### src/rtl/scan_button_pkg.sv
package scan_button_pkg;

  localparam int unsigned CODE_W  = 8;
  localparam int unsigned KEY_W   = CODE_W - 1;
  localparam int unsigned STATE_W = 32;

  // bit positions in the state word (decoded by software)
  localparam int unsigned POS_VOL_STEP = 8;
  localparam int unsigned POS_VOL_DIR  = 9;
  localparam int unsigned POS_NAV_STEP = 10;
  localparam int unsigned POS_NAV_DIR  = 11;
  localparam int unsigned POS_BTN_FAV  = 19;
  localparam int unsigned POS_BTN_MENU = 20;
  localparam int unsigned POS_BTN_VOL  = 21;
  localparam int unsigned POS_BTN_NAV  = 22;

  // key identifiers (code bits [6:0])
  localparam logic [KEY_W-1:0] KEY_ARROW_UP    = 7'h48;
  localparam logic [KEY_W-1:0] KEY_ARROW_DOWN  = 7'h50;
  localparam logic [KEY_W-1:0] KEY_ARROW_LEFT  = 7'h4B;
  localparam logic [KEY_W-1:0] KEY_ARROW_RIGHT = 7'h4D;
  localparam logic [KEY_W-1:0] KEY_LETTER_F    = 7'h21;
  localparam logic [KEY_W-1:0] KEY_LETTER_M    = 7'h32;
  localparam logic [KEY_W-1:0] KEY_TAB         = 7'h0F;
  localparam logic [KEY_W-1:0] KEY_RETURN      = 7'h1C;

  typedef logic [STATE_W-1:0] stateWord_t;

  // strobes from control to datapath
  typedef struct packed {
    logic       doSet;
    logic       doRelease;
    stateWord_t mask;
  } evtCmd_t;

  function automatic stateWord_t bitOf(input int unsigned pos);
    stateWord_t w;
    w = '0;
    w[pos] = 1'b1;
    return w;
  endfunction

  function automatic stateWord_t wheelMask(input logic [KEY_W-1:0] key);
    stateWord_t m;
    unique case (key)
      KEY_ARROW_UP:    m = bitOf(POS_NAV_STEP) | bitOf(POS_NAV_DIR);
      KEY_ARROW_DOWN:  m = bitOf(POS_NAV_STEP);
      KEY_ARROW_LEFT:  m = bitOf(POS_VOL_STEP) | bitOf(POS_VOL_DIR);
      KEY_ARROW_RIGHT: m = bitOf(POS_VOL_STEP);
      default:         m = '0;
    endcase
    return m;
  endfunction

  function automatic stateWord_t buttonMask(input logic [KEY_W-1:0] key);
    stateWord_t m;
    unique case (key)
      KEY_LETTER_F: m = bitOf(POS_BTN_FAV);
      KEY_LETTER_M: m = bitOf(POS_BTN_MENU);
      KEY_TAB:      m = bitOf(POS_BTN_VOL);
      KEY_RETURN:   m = bitOf(POS_BTN_NAV);
      default:      m = '0;
    endcase
    return m;
  endfunction

endpackage

### src/rtl/scan_button_ctrl.sv
module scan_button_ctrl
  import scan_button_pkg::*;
#(
  parameter logic [CODE_W-1:0] PREFIX_CODE = 8'hE0
) (
  input  logic              clk,
  input  logic              rst_n,
  input  logic              codeValid,
  input  logic [CODE_W-1:0] scanCode,
  output evtCmd_t           cmd
);

  logic             extFlag;
  logic             isPrefix;
  logic             takeKey;
  logic             pressed;
  logic [KEY_W-1:0] keyId;
  stateWord_t       wheelM;
  stateWord_t       buttonM;
  stateWord_t       keyMask;
  logic             maskHit;

  assign isPrefix = codeValid && (scanCode == PREFIX_CODE);
  assign takeKey  = codeValid && !isPrefix;
  assign pressed  = scanCode[CODE_W-1];
  assign keyId    = scanCode[KEY_W-1:0];

  always_comb begin
    wheelM  = wheelMask(keyId);
    buttonM = buttonMask(keyId);
    keyMask = extFlag ? wheelM : buttonM;
  end

  assign maskHit = |keyMask;

  // prefix selection: armed by prefix, dropped by any other accepted code
  always_ff @(posedge clk or negedge rst_n) begin
    if (!rst_n) begin
      extFlag <= 1'b0;
    end else if (isPrefix) begin
      extFlag <= 1'b1;
    end else if (takeKey) begin
      extFlag <= 1'b0;
    end
  end

  always_comb begin
    cmd.doSet     = takeKey && pressed && maskHit;
    cmd.doRelease = takeKey && !pressed && maskHit;
    cmd.mask      = keyMask;
  end

  // a prefix code issues no strobe
  a_r2_prefix_silent: assert property (@(posedge clk) disable iff (!rst_n)
    isPrefix |-> !(cmd.doSet || cmd.doRelease));

  // selection ends after the next non-prefix code
  a_r3_prefix_drops: assert property (@(posedge clk) disable iff (!rst_n)
    takeKey |=> !extFlag);

  // idle cycles keep the selection
  a_r10_idle_holds_prefix: assert property (@(posedge clk) disable iff (!rst_n)
    !codeValid |=> $stable(extFlag));

  // strobes only carry a non-empty mask
  a_r9_strobe_has_mask: assert property (@(posedge clk) disable iff (!rst_n)
    (cmd.doSet || cmd.doRelease) |-> (cmd.mask != '0));

  a_r6_strobes_exclusive: assert property (@(posedge clk) disable iff (!rst_n)
    !(cmd.doSet && cmd.doRelease));

endmodule

### src/rtl/scan_button_dp.sv
module scan_button_dp
  import scan_button_pkg::*;
(
  input  logic       clk,
  input  logic       rst_n,
  input  evtCmd_t    cmd,
  output stateWord_t btnState,
  output logic       evtIrq
);

  stateWord_t stateQ;
  stateWord_t stateD;
  logic       overlap;
  logic       irqQ;

  assign overlap = |(stateQ & cmd.mask);

  always_comb begin
    stateD = stateQ;
    if (cmd.doSet) begin
      stateD = stateQ | cmd.mask;
    end else if (cmd.doRelease && overlap) begin
      stateD = stateQ & ~cmd.mask;
    end
  end

  always_ff @(posedge clk or negedge rst_n) begin
    if (!rst_n) begin
      stateQ <= '0;
      irqQ   <= 1'b0;
    end else begin
      stateQ <= stateD;
      irqQ   <= cmd.doRelease && overlap;
    end
  end

  assign btnState = stateQ;
  assign evtIrq   = irqQ;

  // a press leaves every mask bit set and raises nothing
  a_r6_press_sets: assert property (@(posedge clk) disable iff (!rst_n)
    cmd.doSet |=> (((stateQ & $past(cmd.mask)) == $past(cmd.mask)) && !irqQ));

  // a hitting release clears the mask bits and pulses
  a_r7_release_clears: assert property (@(posedge clk) disable iff (!rst_n)
    (cmd.doRelease && overlap) |=> (((stateQ & $past(cmd.mask)) == '0) && irqQ));

  // a missing release changes nothing
  a_r8_release_miss: assert property (@(posedge clk) disable iff (!rst_n)
    (cmd.doRelease && !overlap) |=> ($stable(stateQ) && !irqQ));

  // no strobe, no change
  a_r10_no_cmd_stable: assert property (@(posedge clk) disable iff (!rst_n)
    !(cmd.doSet || cmd.doRelease) |=> ($stable(stateQ) && !irqQ));

endmodule

### src/rtl/scan_button_decoder.sv
module scan_button_decoder
  import scan_button_pkg::*;
#(
  parameter logic [7:0] PREFIX_CODE = 8'hE0
) (
  input  logic        clk,
  input  logic        rst_n,
  input  logic        codeValid,
  input  logic [7:0]  scanCode,
  output logic [31:0] btnState,
  output logic        evtIrq
);

  evtCmd_t cmd;

  scan_button_ctrl #(
    .PREFIX_CODE(PREFIX_CODE)
  ) i_ctrl (
    .clk      (clk),
    .rst_n    (rst_n),
    .codeValid(codeValid),
    .scanCode (scanCode),
    .cmd      (cmd)
  );

  scan_button_dp i_dp (
    .clk     (clk),
    .rst_n   (rst_n),
    .cmd     (cmd),
    .btnState(btnState),
    .evtIrq  (evtIrq)
  );

endmodule

### config.mk
export PLATFORM = sky130hd
export DESIGN_NAME = scan_button_decoder
export DESIGN_NICKNAME = d
export VERILOG_FILES = /design/src/rtl/scan_button_pkg.sv /design/src/rtl/scan_button_ctrl.sv /design/src/rtl/scan_button_dp.sv /design/src/rtl/scan_button_decoder.sv
export SDC_FILE = /design/constraint.sdc
export NUM_CORES = 1
export LEC_CHECK = 0
export BUFFER_PORTS_ARGS = -buffer_cell sky130_fd_sc_hd__buf_4
export CAP_MARGIN = 10
export CORE_MARGIN = 4
export CORE_UTILIZATION = 24
export DETAILED_ROUTE_END_ITERATION = 7
export PLACE_DENSITY = 0.54
export REMOVE_ABC_BUFFERS = 1
export SYNTH_ARGS = -nofsm -noshare
export SYNTH_HDL_FRONTEND = slang
export SYNTH_SLANG_ARGS = --single-unit
### constraint.sdc
create_clock -name clk -period 1.1 [get_ports clk]
set_input_delay 0 -clock clk [delete_from_list [all_inputs] [get_ports clk]]
set_output_delay 0 -clock clk [all_outputs]
set_load 0.02 [all_outputs]
# Yosys cells after proc, flatten, opt, wreduce, memory -nomap -nowiden
# Index checks and enable logic that the tools add are counted.
[totals]
regBits = 34
in_bits = 11
out_inout_bits = 33
word_cells = 36
[op_classes]
n_eq_ne = 9
muxes = 7
n_bitwise = 4
n_reduce_logical = 13
[op_table]
columns = ["op", "count"]
rows = [
  ["$pmux 23 s4", 1],
  ["$mux 32", 2],
  ["$reduce_or 32->1", 2],
  ["$pmux 12 s4", 1],
  ["$and 32x23->32", 1],
  ["$and 32x32->32", 1],
  ["$not 23->32", 1],
  ["$or 32x23->32", 1],
  ["$eq 7x7->1 const B", 4],
  ["$mux 23", 1],
  ["$eq 7x6->1 const B", 2],
  ["$eq 8x8->1 const B", 1],
  ["$eq 7x4->1 const B", 1],
  ["$eq 7x5->1 const B", 1],
  ["$logic_and 1x1->1", 7],
  ["$reduce_bool 2->1", 2],
  ["$logic_not 1->1", 2],
  ["$mux 1", 2],
]

# Longest topological paths before layout
# Gate-level depths: netlist of run 1.
[logic_depth]
depth_word = 9
mapped_depth = 5
mapped_depth_nobuf = 4

# By module
# A second synthesis of run 1 with hierarchy kept.
[hier_totals]
cells_unflattened = 226
area_unflattened_um2 = 2232.1
[by_module_without_submodules]
columns = ["module", "instances", "cells_per_inst", "area_each_um2", "seq_area_each_um2"]
rows = [
  ["scan_button_dp", 1, 156, 1736.7, 825.8],
  ["scan_button_ctrl", 1, 70, 495.5, 25.0],
]

# Least setup slack after synthesis of run 1
# No wires, ideal clock.
[synth_timing]
path_kind = "register -> register"
start = "register with a tool-made name"
end = "register with a tool-made name"
setup_time_ps = 134
t_arrival_ps = 1146
t_required_ps = 966
slack_ps = -180
path_stages_with_launch = 5
path_buffers = 0
synth_period_minus_slack_ps = 1280
path_cell_list = "dfrtp_1 nand4b_1 a2111o_1 o221ai_2 a31oi_1"

==> impl_metrics.json, run 1 <==
{
  "slew_violations": 0,
  "syn_inst": 98,
  "r2r-start": "i_ctrl.extFlag$_DFFE_PN0P_",
  "finalPower_mw": 0.937,
  "grt-ovfl-total": 0,
  "synth_flop_cell": "dfrtp_1",
  "final_cell_mix": "39 x buf_4, 24 x conb_1, 10 x dfrtp_1",
  "p_leak_nw": 0.581,
  "io_pins": 44,
  "gp_congestion": 0.787,
  "clk_pin_slew_ps": 70,
  "ctsLongestPathBuffers": 2,
  "antenna_found_initial": 0,
  "drt_iter0_markers": 41,
  "wl_per_cell_um": 12.5,
  "drive_gt1_share_pct": 36.4,
  "nFillCells": 356,
  "synth_edf_count": 0,
  "peakVddDrop_v": 0.000245,
  "drv_cap": 0,
  "register_area_um2": 250,
  "period_minus_slack_ps": 1290,
  "cts_tree": "done",
  "final_common_cell": "buf_4",
  "htreeDepth": 1,
  "clockRootBuffer": "clkbuf_4",
  "num_vias": 817,
  "die_h_um": 67.7,
  "wl_mm": 2.33,
  "ant_nets": 0,
  "clock-sinks": 10,
  "synthDistinctLibCells": 36,
  "diodes": 0,
  "syn_area_per_cell_um2": 8.73,
  "die_x_um": 67.7,
  "ys_warn_count": 0,
  "multi_input_area_um2": 515,
  "rsz0062_at_grt": "yes",
  "core_um2": 3390,
  "cts_buffers": 3,
  "via_per_inst": 4.39,
  "hold_class": "in2reg",
  "crit_fanout": 4,
  "io_buffers": 19,
  "cp-startpoint": "i_ctrl.extFlag$_DFFE_PN0P_",
  "whs_ps": 46.1,
  "async_reset_ff_share_pct": 100,
  "setup_viol": 9,
  "grt_pass1_vias": 751,
  "hold_viol": 0,
  "ff2ff_path_depth": 4,
  "failed_checks": "setup timing",
  "critPathKind": "reg2reg",
  "ys_seq_elements": 10,
  "finClkSkew_ps": 4.60,
  "grt_first_pass_wirelength_mm": 3.49,
  "dr.pass1.iters": 4,
  "initial_core_util_pct": 25.2,
  "r2r_slack_ps": -190,
  "nets": 153,
  "hpwl_mm": 1.90,
  "outcome": "finished with violations",
  "die_area_um2": 4590,
  "grt_max_degree": 12,
  "syn_to_final_growth_pct": 39.0,
  "clock_latency_ps": 280,
  "drc": 0,
  "fin_crit_sh_pct": 118,
  "fmax_mhz": 773,
  "yosysSeqAreaShare_pct": 29.2,
  "end_kind": "register",
  "fp-row-count": 21,
  "startpoint_type": "register",
  "worstPathRequired_ps": 1250,
  "track_usage_pct": 10.3,
  "worstPathArrival_ps": 1440,
  "powerDensity_nw_per_um2": 787,
  "synth_area_um2": 856,
  "postLayoutSetupSlackWorst_ps": -193
}
## worst min-delay path by stage
stage | startpoint | end | slack [ps] | depth (start not counted)
after floorplan | rst_n | async pin | -300 | 0
after global placement | rst_n | async pin | -160 | 1
after detailed placement | rst_n | async pin | -160 | 1
after CTS | scanCode[7] | i_dp.evtIrq$_DFF_PN0_ | 50 | 3
after global routing | scanCode[7] | i_dp.evtIrq$_DFF_PN0_ | 70 | 3
final | scanCode[7] | i_dp.evtIrq$_DFF_PN0_ | 50 | 3
## through the flow
| step | utilization, % | setup WS [ps] | setup TNS [ps] | cells | instance area (µm²) |
|---|---|---|---|---|---|
| finish | 35.1 | -193 | -1040 | 186 | 1190 |
| global route | 35.1 | -262 | -1680 | 186 | 1190 |
| CTS | 34.5 | -172 | -920 | 185 | 1170 |
| detailed placement | 33.1 | -182 | -1290 | 181 | 1120 |
| global placement | 33.1 | -164 | -1250 | 181 | 1120 |
| floorplan | - | -180 | -690 | 95 | 752 |
## per-layer routing
| metal | up-vias | global-route usage [%] | share of wire [%] |
|---|---|---|---|
| li1 | 396 | - | - |
| met1 | 376 | 13.0 | 44 |
| met2 | 40 | 16.0 | 46 |
| met3 | 5 | 3.16 | 8.0 |
| met4 | 0 | 4.81 | 1.8 |
| met5 | - | 0 | 0 |
## repair_timing
action	in CTS	in global routing
setup endpoints to repair	8	9
pin swaps	5	3
endpoints found under the hold margin	11	0
gates resized for setup	2	4
hold buffers	2	0
setup buffers	0	1
## synth_stat cells, types with 2 or more instances
master / n / area [µm²]
buf_4: 24 / 180
dfrtp_1: 10 / 250
a21oi_1: 6 / 30.0
a31oi_1: 5 / 31.3
nor2b_1: 5 / 31.3
and3_1: 4 / 25.0
nor2_1: 4 / 15.0
o21ai_0: 4 / 20.0
inv_1: 3 / 11.3
nand2_1: 3 / 11.3
buf_2: 2 / 10.0
nand4_1: 2 / 12.5
nand4b_1: 2 / 17.5
xor2_1: 2 / 17.5
## worst max-delay path, stage by stage (launching register included)
cell      delay, ps
dfrtp_1         390
and3b_2         230
nand4b_1        180
o221ai_2        250
a31oi_1         110
## logic make-up (layout without fill, tap and decap cells)
logic type      after synthesis  count (layout)  synth area share [%]
buf+inv                      29              48                  23.5
simple gates                 32              32                  25.3
mux                           1               1                  1.17
xor+xnor                      2               2                  2.05
other cells                   1              24                 0.438
flops                        10              10                  29.2
compound gates               23              23                  18.3
## power breakdown
group	internal (mW)	leakage (nW)	switching, mW
registers	0.377	0.133	0.00578
logic	0.114	0.434	0.177
clock network	0.127	0.0138	0.136
total	0.618	0.581	0.319
## layout make-up
| type | count | share of cell area [%] |
|---|---|---|
| Multi-Input combinational cell | 82 | 43.3 |
| Tap cell | 46 | 4.84 |
| Clock buffer | 3 | 1.89 |
| Inverter | 3 | 0.946 |
| Timing Repair Buffer | 42 | 28.0 |
| Sequential cell | 10 | 21.0 |
(Power assumes the default switching activity.)
==> run 2: changes to the inputs <==
MAX_ROUTING_LAYER = met4   (was not set)
==> run 2 against run 1 <==
  * The run still ends with setup timing left
  * Clock power decreased by 3%
  * Cell count unchanged
  * Clock skew decreased by 2.7 ps
  * Fmax increased by 1.0%
  * Sequential power about the same
  * Largest power group unchanged
==> impl_metrics.json, run 2 (same netlist as run 1, synthesis figures left out) <==
{
  "ant_nets": 0,
  "clock-sinks": 10,
  "drt_iter0_markers": 38,
  "worstPathRequired_ps": 1240,
  "postLayoutSetupSlackWorst_ps": -180,
  "track_usage_pct": 10.6,
  "die_x_um": 67.7,
  "die_h_um": 67.7,
  "min_from": "scanCode[7]",
  "gp_congestion": 0.798,
  "antenna_found_initial": 0,
  "wl_mm": 2.31,
  "period_minus_slack_ps": 1280,
  "final_cell_mix": "39 x buf_4, 24 x conb_1, 10 x dfrtp_1",
  "finClkSkew_ps": 1.89,
  "r2r_slack_ps": -180,
  "ctsLongestPathBuffers": 2,
  "clockRootBuffer": "clkbuf_4",
  "via_per_inst": 4.41,
  "clk_pin_slew_ps": 60,
  "slew_violations": 0,
  "hpwl_mm": 1.90,
  "placedCellCount": 181,
  "ff2ff_path_depth": 4,
  "hold_viol": 0,
  "worstPathArrival_ps": 1420,
  "initial_core_util_pct": 25.2,
  "htreeDepth": 1,
  "powerDensity_nw_per_um2": 781,
  "grt_first_pass_wirelength_mm": 3.48,
  "r2r-start": "i_ctrl.extFlag$_DFFE_PN0P_",
  "syn_to_final_growth_pct": 39.0,
  "io_pins": 44,
  "whs_ps": 49.2,
  "final_util_pct": 35.1,
  "outcome": "finished with violations",
  "num_vias": 820,
  "cp-startpoint": "i_ctrl.extFlag$_DFFE_PN0P_",
  "io_buffers": 19,
  "critPathKind": "reg2reg",
  "end_kind": "register",
  "crit_fanout": 4,
  "fmax_mhz": 781,
  "fin_crit_sh_pct": 116,
  "dpl_cell_area_um2": 1120,
  "drc": 0,
  "cts_tree": "done",
  "nets": 153,
  "core_um2": 3390,
  "drv_cap": 0,
  "p_leak_nw": 0.581,
  "diodes": 0,
  "clock_latency_ps": 270,
  "pre_cts_slack_ps": -182,
  "wl_per_cell_um": 12.4,
  "holdPathStages": 3,
  "rsz0062_at_grt": "yes",
  "setup_viol": 9,
  "grt_pass1_vias": 753,
  "startpoint_type": "register",
  "cts_buffers": 3,
  "final_area_um2": 1190,
  "grt-ovfl-total": 0,
  "drive_gt1_share_pct": 36.4,
  "fin_cells": 186,
  "grt_max_degree": 12,
  "finalPower_mw": 0.929,
  "hold_end": "i_dp.evtIrq$_DFF_PN0_",
  "die_area_um2": 4590,
  "fp-row-count": 21,
  "setup-tns-final_ps": -946,
  "failed_checks": "setup timing",
  "final_common_cell": "buf_4",
  "hold_class": "in2reg",
  "dr.pass1.iters": 4,
  "peakVddDrop_v": 0.000245
}
[run 2: repair_timing]
item                                   in CTS  in global routing
hold buffers                                2                  0
setup endpoints to repair                   8                  9
buffers inserted                            0                  1
pin swaps                                   5                  3
gates resized for setup                     2                  4
endpoints found under the hold margin      11                  0
[run 2: layer usage]
metal | share of wire [%] | vias to the layer above | track usage (%)
met5 | 0 | - | -
met4 | 1.8 | 0 | 4.81
met3 | 7.4 | 5 | 3.16
met2 | 47 | 32 | 16.2
met1 | 44 | 386 | 12.7
li1 | - | 397 | -
[run 2: layout make-up]
type / instances / area (µm²)
Tap cell: 46 / 57.6
Fill cell: 356 / 2200
Multi-Input combinational cell: 82 / 515
Inverter: 3 / 11.3
Clock buffer: 3 / 22.5
Sequential cell: 10 / 250
Timing Repair Buffer: 42 / 333
[run 2: critical path: stages (launching register included)]
cell	delay, ps
dfrtp_1	380
and3b_2	230
nand4b_1	180
o221ai_2	250
a31oi_1	110
[run 2: power breakdown]
part	switching (mW)	leakage (nW)	total [mW]	internal [mW]
clock	0.129	0.0138	0.256	0.127
combinational	0.176	0.434	0.290	0.114
sequential	0.00579	0.133	0.383	0.377
[run 2: how the worst max path moves through the flow]
stage / to / slack, ps
floorplan: register / -180
global route: register / -260
detailed placement: register / -180
global placement: register / -160
finish: register / -180
CTS: register / -170
